`src/rtl/ptr_addr_unit.sv`:
```
module ptr_addr_unit #(
  parameter int AW = 16,
  parameter int QW = 6,
  parameter logic [AW-1:0] SP_RESET = 16'h0FFF
) (
  input  logic          clk,
  input  logic          rst_n,
  input  logic          req_valid,
  input  logic [2:0]    req_mode,
  input  logic [1:0]    req_ptr,
  input  logic [QW-1:0] req_disp,
  input  logic [AW-1:0] req_direct,
  input  logic          req_store,
  input  logic          ld_en,
  input  logic [1:0]    ld_sel,
  input  logic [AW-1:0] ld_val,
  output logic          busy,
  output logic [AW-1:0] addr,
  output logic          addr_valid,
  output logic          mem_we,
  output logic          prog_rd,
  output logic          illegal,
  output logic          wb_en,
  output logic [1:0]    wb_sel,
  output logic [AW-1:0] wb_val
);
  localparam logic [2:0] M_PLAIN = 3'd0, M_POSTI = 3'd1, M_PRED = 3'd2, M_DISP = 3'd3,
                         M_DIR = 3'd4, M_PUSH = 3'd5, M_POP = 3'd6, M_PROG = 3'd7;
  localparam logic [1:0] SEL_X = 2'd0, SEL_Z = 2'd2, SEL_SP = 2'd3;

  logic [AW-1:0] ptr_q [4];
  logic [1:0]    cnt_q;
  logic          pend_en;
  logic [1:0]    pend_sel;
  logic [AW-1:0] pend_val;

  logic [1:0]    sel;
  logic [AW-1:0] cur, ea, nv;
  logic          early, late, we, bad, accept;

  assign sel = (req_mode == M_PUSH || req_mode == M_POP) ? SEL_SP :
               (req_mode == M_PROG) ? SEL_Z : req_ptr;
  assign cur = ptr_q[sel];
  assign bad = (req_mode <= M_DISP && req_ptr == SEL_SP) ||
               (req_mode == M_DISP && req_ptr == SEL_X);
  assign accept = req_valid && (cnt_q == 2'd0);
  assign busy = (cnt_q != 2'd0);

  always_comb begin
    ea = cur;
    nv = cur;
    early = 1'b0;
    late = 1'b0;
    we = req_store;
    case (req_mode)
      M_POSTI: begin nv = cur + AW'(1); late = 1'b1; end
      M_PRED:  begin nv = cur - AW'(1); ea = nv; early = 1'b1; end
      M_DISP:  ea = cur + {{(AW-QW){1'b0}}, req_disp};
      M_DIR:   ea = req_direct;
      M_PUSH:  begin nv = cur - AW'(1); late = 1'b1; we = 1'b1; end
      M_POP:   begin nv = cur + AW'(1); ea = nv; early = 1'b1; we = 1'b0; end
      M_PROG:  we = 1'b0;
      default: ;
    endcase
  end

  always_ff @(posedge clk) begin
    if (!rst_n) begin
      ptr_q[0] <= '0;
      ptr_q[1] <= '0;
      ptr_q[2] <= '0;
      ptr_q[3] <= SP_RESET;
      cnt_q <= 2'd0;
      addr <= '0;
      addr_valid <= 1'b0;
      mem_we <= 1'b0;
      prog_rd <= 1'b0;
      illegal <= 1'b0;
      wb_en <= 1'b0;
      wb_sel <= 2'd0;
      wb_val <= '0;
      pend_en <= 1'b0;
      pend_sel <= 2'd0;
      pend_val <= '0;
    end else begin
      if (ld_en) ptr_q[ld_sel] <= ld_val;
      if (accept) begin
        cnt_q <= (req_mode == M_PROG) ? 2'd2 : 2'd1;
        addr <= ea;
        addr_valid <= !bad && (req_mode != M_PROG);
        mem_we <= !bad && we;
        prog_rd <= (req_mode == M_PROG);
        illegal <= bad;
        wb_en <= early && !bad;
        wb_sel <= sel;
        wb_val <= nv;
        pend_en <= late && !bad;
        pend_sel <= sel;
        pend_val <= nv;
        if (early && !bad) ptr_q[sel] <= nv;
      end else begin
        if (cnt_q != 2'd0) cnt_q <= cnt_q - 2'd1;
        addr_valid <= 1'b0;
        mem_we <= 1'b0;
        prog_rd <= 1'b0;
        illegal <= 1'b0;
        wb_en <= pend_en;
        wb_sel <= pend_sel;
        wb_val <= pend_val;
        pend_en <= 1'b0;
        if (pend_en) ptr_q[pend_sel] <= pend_val;
      end
    end
  end
endmodule

```
`config.mk`:
```
export PLATFORM = sky130hd
export DESIGN_NAME = ptr_addr_unit
export DESIGN_NICKNAME = d
export VERILOG_FILES = /design/src/rtl/ptr_addr_unit.sv
export SDC_FILE = /design/constraint.sdc
export NUM_CORES = 1
export LEC_CHECK = 0
export BUFFER_PORTS_ARGS = -buffer_cell sky130_fd_sc_hd__buf_2
export CORE_AREA = 3 3 131 133
export DETAILED_ROUTE_END_ITERATION = 6
export DIE_AREA = 0 0 134 136
export GPL_TIMING_DRIVEN = 1
export PLACE_DENSITY_LB_ADDON = 0.3
export SYNTH_ARGS = -nofsm -noshare
export SYNTH_HDL_FRONTEND = slang
export SYNTH_SLANG_ARGS = --single-unit
export TNS_END_PERCENT = 50
```
`constraint.sdc`:
```
create_clock -name clk -period 4.2 [get_ports clk]
set_input_delay 0.21 -clock clk [delete_from_list [all_inputs] [get_ports clk]]
set_output_delay 0.21 -clock clk [all_outputs]
set_load 0.03 [all_outputs]
```
==> metrics.md, run 1 <==
| Metric | Value |
|---|---|
| Pin count of the biggest net entering global routing | `38` |
| Antenna Nets Post-Route | `0` |
| Top-area cell type share of the netlist area | `24.0%` |
| WL/cell | `23.5 microns` |
| Core ar. | `15,900 sq um` |
| Max VDD drop | `0.220 mV` |
| CTS max path bufs | `2` |
| Clk root buf | `clkbuf_16` |
| Routability cong. | `1.07` |
| Dpl hpwl | `20.9 mm` |
| Overflow after GRT | `0` |
| # DRC | `0` |
| DRT iter0 DRCs | `1,061` |
| # H-tree levels | `3` |
| Critical Path AT | `3.68 ns` |
| Die area | `18,200 sq um` |
| Buf/Inv on CP | `1` |
| Crit. End Element | `flop` |
| Antenna violations before repair | `0` |
| CTS Buf Count | `9` |
| Worst Max-Slew Pin Slew | `1.07 ns` |
| Commonest non-fill, non-tap cell in the layout | `nand2_1` |
| Drt via density | `6.69` |
| Ranking of synthesized cells by area | `edfxtp_1 (24%), dfxtp_1 (11%), nand2_1 (5.1%), o21ai_0 (4.5%), nor2_1 (3.1%)` |
| Synthesized flop and latch total | `106` |
| Pre-CTS WS | `0.276 ns` |
| Layout area overhead | `12.1%` |
| First-pass GRT wire length | `43.6 mm` |
| Delay-heaviest family, CP | `compound AO/OA/AOI/OAI gates` |
| Commonest non-fill, non-tap cells in the layout | `nand2_1 (109), buf_2 (89), o21ai_0 (72)` |
| Diodes inserted | `0` |
| # IOs | `90` |
| GRT Overall Usage | `31.2%` |
| Async set-reset flop share out of synthesis | `0%` |
| CTS tree | `done` |
| Slew HR | `28.8%` |
| Mapped Area | `8000 sq um` |
| Worst-Skew Late Latency | `0.37 ns` |
| Drt pass-1 iters | `6` |
| Final wirelength | `28.7 mm` |
| Final WS setup | `0.597 ns` |
| Final net count | `1,058` |
| Vias | `8,152` |
| Max Fclk | `278 MHz` |
| RSZ-0062 raised after global routing | `false` |
| I/O Buffers | `89` |
| # hold bufs at CTS | `0` |
| Vias in the first global route | `7,525` |
| Power Total | `3180 uW` |
| Layout cells sized above 1 | `20.0%` |
| Pwr Density | `355 nW/um^2` |
| Worst-path cell chain | `or3_1, a32oi_1, nor2_1, inv_1, ha_1, nand4b_4, or2_2, o221ai_1, a21boi_0, o31ai_2, a21oi_1` |
| HP Class | `input port to flop` |
| Status | `finished clean` |
| Max Slew Vio Count | `0` |
| Synthesized netlist cell count | `925` |
| Die Y | `136 microns` |
| Core Util, Final | `56.3%` |
| Final count of negative-setup-slack endpoints | `0` |
| Placed insts | `1,203` |
| Die width | `134 microns` |
| Post-synth top area cell | `edfxtp_1` |
| Initial Util | `50.2%` |
| Clock Skew | `0.00772 ns` |
| Register area share after synthesis | `34.5%` |
| Static Leakage | `0.00338 uW` |
| Cell Rows | `46` |
| Worst-path clk slew | `0.07 ns` |
| Final hold vios | `0` |
| Tmin final | `3.60 ns` |
| Critical setup path kind | `flop to flop` |
| Cell variety after synth | `93` |
| Number of synthesized flops with an enable pin | `64` |
| Non-filler instance count after layout | `1,219` |
| Critical Path RT | `4.28 ns` |
| Synth Area per Inst | `8.65 sq um` |
| CTS Sinks | `106` |
| CP startpoint kind | `flop` |
| Main flop type after synthesis | `edfxtp_1` |
| Syn nets | `985` |
| Slowest library cell on the worst path | `edfxtp_1` |
| Postcts setup bufs | `0` |
| Post-route clock period utilization | `85.8%` |
| PostCTS Resize Cnt | `0` |
| Yosys Warn Count | `0` |
| Crit Path Max Fanout | `6` |
| Max-cap viol count | `0` |
| Setup_tns | `0 ns` |
| CP peak stage delay | `0.46 ns` |
-- cell type report --
cell class / count / area [sq um]
Clock buffer: 12 / 236
Clock inverter: 4 / 26.3
Fill cell: 1498 / 6970
Inverter: 21 / 78.8
Multi-Input combinational cell: 726 / 4810
Sequential cell: 106 / 2760
Tap cell: 216 / 270
Timing Repair Buffer: 134 / 783
-- worst register-to-register path, stage by stage (launching register included) --
cell      delay, ns
edfxtp_1       0.46
or3_1          0.36
a32oi_1        0.33
nor2_1         0.10
inv_1          0.17
ha_1           0.34
nand4b_4       0.20
or2_2          0.38
o221ai_1       0.23
a21boi_0       0.17
o31ai_2        0.45
a21oi_1        0.13
-- cell families after synthesis --
kind of cell    count (synthesis)  synth area share, %
simple gates                  356                 23.0
compound gates                304                 27.4
flops                         106                 34.5
fa+ha+maj                      10                 1.56
mux                            27                 4.75
xor+xnor                       29                 3.17
buf+inv                        93                 5.57
-- power by group --
part / internal [uW] / switching [uW]
combinational: 352 / 751
sequential: 1200 / 61.4
clock: 404 / 410
total: 1960 / 1220
-- flip-flops by register name, summed over array words and instances, names as in the netlist --
name / count
addr: 16
addr_valid: 1
cnt_q: 2
illegal: 1
mem_we: 1
pend_en: 1
pend_sel: 2
pend_val: 16
prog_rd: 1
ptr_q: 64
wb_en: 1
-- cells in the mapped netlist (15+ instances only) --
| master | instances |
|---|---|
| mux2i_1 | 16 |
| nand2b_1 | 20 |
| nor2_1 | 67 |
| o211ai_1 | 30 |
| o21ai_0 | 72 |
| a21oi_1 | 43 |
| xnor2_1 | 20 |
| dfxtp_1 | 42 |
| o221ai_1 | 15 |
| a221oi_1 | 17 |
| nor3_1 | 33 |
| nand2_1 | 109 |
| edfxtp_1 | 64 |
| clkbuf_1 | 46 |
| nand3_1 | 43 |
| inv_1 | 21 |
-- path summary, 6_finish.rpt --
kind                    start          end  slack (ns)  cells after the start
hold / removal      req_store       mem_we        0.11                      3
hold reg to reg       addr[1]      addr[1]        0.44                      2
setup / recovery  ptr_q[3][1]  ptr_q[3][8]        0.60                     11
setup reg to reg  ptr_q[3][1]  ptr_q[3][8]        0.60                     11
-- per-layer routing --
layer	part of all wire, %	track usage [%]	vias up
li1	-	-	3684
met1	41	42.8	3819
met2	44	48.8	570
met3	11	7.03	79
met4	3.4	10.9	0
met5	0	0	-
-- stage by stage --
step | hold slack, ns | cell area, sq um
finish | 0.108 | 8970
global route | 0.116 | 8970
CTS | 0.106 | 8970
detailed placement | 0.435 | 8710
global placement | 0.426 | 8710
floorplan | 0.373 | 8000
Power figures use the tool's default switching activity.
==> inputs of run 2 (changes only) <==
Settings changed: BUFFER_PORTS_ARGS -buffer_cell sky130_fd_sc_hd__buf_2 to unset, DONT_BUFFER_PORTS set to 1.
==> metrics.md, run 2 (synthesis results as in run 1) <==
| Metric | Value |
|---|---|
| Slew HR | `31.5% (was 28.8%)` |
| I/O Buffers | `0 (was 89)` |
| Pwr Density | `364 nW/um^2 (was 355 nW/um^2)` |
| Max Fclk | `280 MHz (was 278 MHz)` |
| # H-tree levels | `3 (unchanged)` |
| Crit Path Max Fanout | `6 (unchanged)` |
| Max VDD drop | `0.215 mV (was 0.220 mV)` |
| Die width | `134 microns (unchanged)` |
| GRT Overall Usage | `30.6% (was 31.2%)` |
| Worst Max-Slew Pin Slew | `1.02 ns (was 1.07 ns)` |
| Drt pass-1 iters | `5 (was 6)` |
| Critical Path RT | `4.33 ns (was 4.28 ns)` |
| Max reg flops | `64 (unchanged)` |
| RSZ-0062 raised after global routing | `false (unchanged)` |
| Pre-CTS WS | `0.677 ns (was 0.276 ns)` |
| Tmin final | `3.57 ns (was 3.60 ns)` |
| Slowest library cell on the worst path | `or4_1 (was edfxtp_1)` |
| Final hold vios | `0 (unchanged)` |
| Layout area overhead | `5.39% (was 12.1%)` |
| # DRC | `0 (unchanged)` |
| Final wirelength | `28.0 mm (was 28.7 mm)` |
| Pin count of the biggest net entering global routing | `48 (was 38)` |
| Critical Path AT | `3.70 ns (was 3.68 ns)` |
| Drt via density | `6.84 (was 6.69)` |
| Vias | `7,645 (was 8,152)` |
| # hold bufs at CTS | `0 (unchanged)` |
| Final count of negative-setup-slack endpoints | `0 (unchanged)` |
| # IOs | `90 (unchanged)` |
| Die area | `18,200 sq um (unchanged)` |
| Vias in the first global route | `7,201 (was 7,525)` |
| Fillers | `1,494 (was 1,498)` |
| Status | `finished clean (unchanged)` |
| Footprint of the multi-input gates | `4810 sq um (unchanged)` |
| Worst-path clk slew | `0.08 ns (was 0.07 ns)` |
| Crit. End Element | `flop (unchanged)` |
| Die Y | `136 microns (unchanged)` |
| Final net count | `956 (was 1,058)` |
| DRT iter0 DRCs | `917 (was 1,061)` |
| Commonest non-fill, non-tap cell in the layout | `nand2_1 (unchanged)` |
| Layout cells sized above 1 | `11.2% (was 20.0%)` |
| Setup_tns | `0 ns (unchanged)` |
| CTS Sinks | `106 (unchanged)` |
| Cell Rows | `46 (unchanged)` |
| Critical setup path kind | `flop to flop (unchanged)` |
| Delay-heaviest family, CP | `simple AND/OR/NAND/NOR gates (was compound AO/OA/AOI/OAI gates)` |
| CP startpoint kind | `flop (unchanged)` |
| Buf/Inv on CP | `1 (unchanged)` |
| Antenna Nets Post-Route | `0 (unchanged)` |
| Diodes inserted | `0 (unchanged)` |
| HP Class | `input port to flop (unchanged)` |
| Biggest register | `ptr_q (unchanged)` |
| Worst-path cell chain | `or3_1, a32oi_1, nor2_1, inv_1, ha_1, nand4b_4, or4_1, o311ai_0, a21o_1, nand3_2, a32o_1 (was or3_1, a32oi_1, nor2_1, inv_1, ha_1, nand4b_4, or2_2, o221ai_1, a21boi_0, o31ai_2, a21oi_1)` |
| Max Slew Vio Count | `0 (unchanged)` |
| Worst-Skew Late Latency | `0.37 ns (about the same)` |
| Clock Skew | `0.0118 ns (was 0.00772 ns)` |
| PostCTS Resize Cnt | `0 (unchanged)` |
| CP peak stage delay | `0.52 ns (was 0.46 ns)` |
| Dpl hpwl | `20.8 mm (was 20.9 mm)` |
| Overflow after GRT | `0 (unchanged)` |
| First-pass GRT wire length | `43.1 mm (was 43.6 mm)` |
| CTS max path bufs | `2 (unchanged)` |
| Initial Util | `50.2% (unchanged)` |
| Postcts setup bufs | `0 (unchanged)` |
| Commonest non-fill, non-tap cells in the layout | `nand2_1 (109), o21ai_0 (72), nor2_1 (67) (was nand2_1 (109), buf_2 (89), o21ai_0 (72))` |
| Max-cap viol count | `0 (unchanged)` |
| Post-route clock period utilization | `84.9% (was 85.8%)` |
| Antenna violations before repair | `0 (unchanged)` |
| WL/cell | `25.1 microns (was 23.5 microns)` |
| Clk root buf | `clkbuf_16 (unchanged)` |
| CTS tree | `done (unchanged)` |
| Final WS setup | `0.633 ns (was 0.597 ns)` |
| CTS Buf Count | `9 (unchanged)` |
| Core ar. | `15,900 sq um (unchanged)` |
| Register area | `2760 sq um (unchanged)` |
| Routability cong. | `0.984 (was 1.07)` |
| Top Registers | `ptr_q x64, addr x16, pend_val x16 (unchanged)` |
| Static Leakage | `0.00292 uW (was 0.00338 uW)` |
==> run 2: final cells by class <==
cell class / count / area share (%)
clock inverter: 6 / 0.460
timing repair buffer: 32 / 2.85
sequential: 106 / 32.8
multi-input combinational: 726 / 57.1
clock buffer: 10 / 2.72
inverter: 21 / 0.935
tap: 216 / 3.20
==> run 2: final timing paths <==
check | start | endpoint | slack [ns] | cells past startpoint
worst max-delay path | ptr_q[3][1] | ptr_q[0][12] | 0.63 | 11
worst min-delay path | req_store | mem_we | 0.01 | 2
worst max register to register | ptr_q[3][1] | ptr_q[0][12] | 0.63 | 11
worst min register to register | cnt_q[0] | cnt_q[0] | 0.55 | 2
==> run 2: per-stage QoR <==
| stage | cell area (sq um) | instances | utilization (%) | hold WS, ns | total power [uW] |
|---|---|---|---|---|---|
| 3_3_place_gp | 8170 | 1101 | 51.2 | 0.381 | 2240 |
| 6_report | 8430 | 1117 | 52.9 | 0.0146 | 3070 |
| 4_1_cts | 8430 | 1117 | 52.9 | 0.00897 | 3050 |
| 2_1_floorplan | 8000 | 925 | - | 0.373 | 2010 |
| 3_5_place_dp | 8170 | 1101 | 51.2 | 0.394 | 2240 |
| 5_1_grt | 8430 | 1117 | 52.9 | 0.0353 | 3180 |
==> run 2: power breakdown <==
part,leakage [uW],internal (uW),switching (uW)
combinational,0.00180,291,568
sequential,0.000987,1200,180
clock,0.000131,404,426
total,0.00292,1900,1170
==> run 2: layer usage <==
metal  GRT usage (%)  wire length [microns]  vias up
met5               0                      0        -
met4            10.0                    855        0
met3            8.25                   3140       64
met2            48.1                  12600      490
met1            41.2                  11400     3613
li1                -                      -     3478
==> run 2: worst reg2reg max path: stages, from the launching register on <==
cell and delay, ns:
edfxtp_1 0.42, or3_1 0.35, a32oi_1 0.40, nor2_1 0.10, inv_1 0.17, ha_1 0.35
nand4b_4 0.18, or4_1 0.52, o311ai_0 0.19, a21o_1 0.23, nand3_2 0.14, a32o_1 0.29
==> inputs of run 3 (changes only) <==
Clock period 4.2 ns to 3.3 ns, I/O delays scaled along.
==> metrics.md, run 3 (synthesis results as in run 1) <==
| Metric | Value |
|---|---|
| Status | `finished clean (unchanged)` |
| # IOs | `90 (unchanged)` |
| Final hold vios | `0 (unchanged)` |
| Crit Path Max Fanout | `6 (unchanged)` |
| Max reg flops | `64 (unchanged)` |
| Max Fclk | `322 MHz (was 280 MHz)` |
| Switching power | `1520 uW (was 1170 uW)` |
| Tmin final | `3.11 ns (was 3.57 ns)` |
| Final wirelength | `28.9 mm (was 28.0 mm)` |
| Final count of negative-setup-slack endpoints | `0 (unchanged)` |
| CTS max path bufs | `2 (unchanged)` |
| Vias | `8,075 (was 7,645)` |
| Max VDD drop | `0.254 mV (was 0.215 mV)` |
| Vias in the first global route | `7,545 (was 7,201)` |
| DRT iter0 DRCs | `1,091 (was 917)` |
| Layout area overhead | `13.3% (was 5.39%)` |
| Die width | `134 microns (unchanged)` |
| Post-route clock period utilization | `94.2% (was 84.9%)` |
| Core ar. | `15,900 sq um (unchanged)` |
| Pwr Density | `447 nW/um^2 (was 364 nW/um^2)` |
| Slew HR | `31.3% (was 31.5%)` |
| CTS tree | `done (unchanged)` |
| Clk root buf | `clkbuf_16 (unchanged)` |
| CTS Buf Count | `9 (unchanged)` |
| P_int | `2530 uW (was 1900 uW)` |
| CTS Sinks | `106 (unchanged)` |
| WL/cell | `24.5 microns (was 25.1 microns)` |
| Top Registers | `ptr_q x64, addr x16, pend_val x16 (unchanged)` |
| Drt pass-1 iters | `6 (was 5)` |
| Sw Share | `37.6% (was 38.2%)` |
| Pin count of the biggest net entering global routing | `48 (unchanged)` |
| HP Class | `input port to flop (unchanged)` |
| Max Slew Vio Count | `0 (unchanged)` |
| Antenna Nets Post-Route | `0 (unchanged)` |
| Sequential Power Share | `43.3% (was 45.0%)` |
| Worst Max-Slew Pin Slew | `1.03 ns (was 1.02 ns)` |
| Dpl hpwl | `21.2 mm (was 20.8 mm)` |
| Diodes inserted | `0 (unchanged)` |
| Critical Path AT | `3.22 ns (was 3.70 ns)` |
| Routability cong. | `0.985 (was 0.984)` |
| I/O Buffers | `0 (unchanged)` |
| Slowest library cell on the worst path | `edfxtp_1 (was or4_1)` |
| RSZ-0062 raised after global routing | `false (unchanged)` |
| Commonest non-fill, non-tap cell in the layout | `nand2_1 (unchanged)` |
| Clock Skew | `0.0158 ns (was 0.0118 ns)` |
| Worst-path clk slew | `0.08 ns (about the same)` |
| Static Leakage | `0.00322 uW (was 0.00292 uW)` |
| Drt via density | `6.84 (about the same)` |
| Overflow after GRT | `0 (unchanged)` |
| Non-filler instance count after layout | `1,180 (was 1,117)` |
| Worst R2R Path Depth | `12 (was 11)` |
| Placed insts | `1,149 (was 1,101)` |
| # DRC | `0 (unchanged)` |
| Die Y | `136 microns (unchanged)` |
| Core Util, Final | `56.8% (was 52.9%)` |
| Worst-Skew Late Latency | `0.36 ns (was 0.37 ns)` |
| Die area | `18,200 sq um (unchanged)` |
| Initial Util | `50.2% (unchanged)` |
| Min-Delay Path Depth | `2 (unchanged)` |
| Antenna violations before repair | `0 (unchanged)` |
| Max-cap viol count | `0 (unchanged)` |
| Clock power share | `26.8% (was 27.0%)` |
| Crit. End Element | `flop (unchanged)` |
| Critical setup path kind | `flop to flop (unchanged)` |
| CP peak stage delay | `0.42 ns (was 0.52 ns)` |
| Critical Path RT | `3.41 ns (was 4.33 ns)` |
| Worst-path cell chain | `or3_1, a32oi_2, nor2_1, inv_2, ha_4, inv_1, a2111oi_4, a21oi_1, a22oi_1, xnor2_1, a21o_1, o21ai_0 (was or3_1, a32oi_1, nor2_1, inv_1, ha_1, nand4b_4, or4_1, o311ai_0, a21o_1, nand3_2, a32o_1)` |
| # H-tree levels | `3 (unchanged)` |
| Layout cells sized above 1 | `17.0% (was 11.2%)` |
| First-pass GRT wire length | `44.2 mm (was 43.1 mm)` |
| GRT Overall Usage | `31.6% (was 30.6%)` |
| Final net count | `1,019 (was 956)` |
| Comb power frac | `29.9% (was 28.0%)` |
| Fillers | `1,475 (was 1,494)` |
| Cell Rows | `46 (unchanged)` |
| Biggest register | `ptr_q (unchanged)` |
| CP startpoint kind | `flop (unchanged)` |
| Commonest non-fill, non-tap cells in the layout | `nand2_1 (109), buf_4 (80), o21ai_0 (72) (was nand2_1 (109), o21ai_0 (72), nor2_1 (67))` |
[run 3: cell count changes in the layout (fill, tap and decap cells not counted), moves of 2 or more]
cell and change:
o311ai_0 -2, o221ai_4 +2, buf_4 +48, dlygate4sd3_1 +14, ha_1 -2, o221ai_1 -2, inv_1 -2
[run 3: final timing paths]
check	startpoint	end	slack [ns]
worst max-delay path	ptr_q[3][1]	ptr_q[1][6]	0.19
worst min-delay path	ld_val[3]	ptr_q[1][3]	0.005
worst max register to register	ptr_q[3][1]	ptr_q[1][6]	0.19
worst min register to register	cnt_q[0]	cnt_q[0]	0.53
[run 3: timing repair]
| action | in CTS | in global routing |
|---|---|---|
| setup buffers | 0 | 1 |
| gates resized for setup | 5 | 9 |
| setup endpoints to repair | 4 | 20 |
| hold buffers | 14 | 0 |
| hold endpoints to repair | 21 | 0 |
| pin swaps | 1 | 2 |
[run 3: critical path, delay by kind of cell, from the launching register on]
family          cells  cell delay (ns)
compound gates      6             1.32
xor+xnor            1             0.28
fa+ha+maj           1             0.17
buf+inv             2             0.19
flops               1             0.42
simple gates        2             0.47
[run 3: layer usage]
metal / vias to the layer above / track usage [%] / share of wire [%]
met4: 0 / 15.9 / 4.9
li1: 3614 / - / -
met3: 100 / 7.59 / 11
met5: - / 0 / 0
met1: 3814 / 41.4 / 39
met2: 547 / 48.8 / 45
[run 3: power by group through the flow]
| stage | clock network, uW | registers (uW) | logic, uW |
|---|---|---|---|
| after floorplan | 0 | 1750 | 812 |
| final | 1090 | 1750 | 1210 |
| after global placement | 0 | 1780 | 1140 |
| after CTS | 1090 | 1750 | 1170 |
| after detailed placement | 0 | 1780 | 1150 |
| after global routing | 1130 | 1770 | 1300 |
[run 3: stage by stage]
| step | TNS [ns] | instance area [sq um] | setup WS [ns] | hold WS (ns) | power (uW) |
|---|---|---|---|---|---|
| after floorplan | 0 | 8020 | 0.00232 | 0.328 | 2560 |
| after global placement | -0.421 | 8560 | -0.108 | 0.337 | 2920 |
| after detailed placement | -0.580 | 8560 | -0.153 | 0.339 | 2930 |
| after CTS | 0 | 9010 | 0.0511 | 0.00250 | 4020 |
| after global routing | 0 | 9060 | 0.00151 | 0.0135 | 4190 |
| final | 0 | 9060 | 0.191 | 0.00539 | 4050 |
[run 3: area by class of cell]
cell class / instances / area, sq um / area share, %
well taps: 216 / 270 / 2.98
multi-input cells: 726 / 4900 / 54.1
flip-flops and latches: 106 / 2760 / 30.5
clock buffers: 10 / 239 / 2.64
inverters: 21 / 81.3 / 0.897
clock inverters: 6 / 46.3 / 0.511
repair buffers: 95 / 761 / 8.39
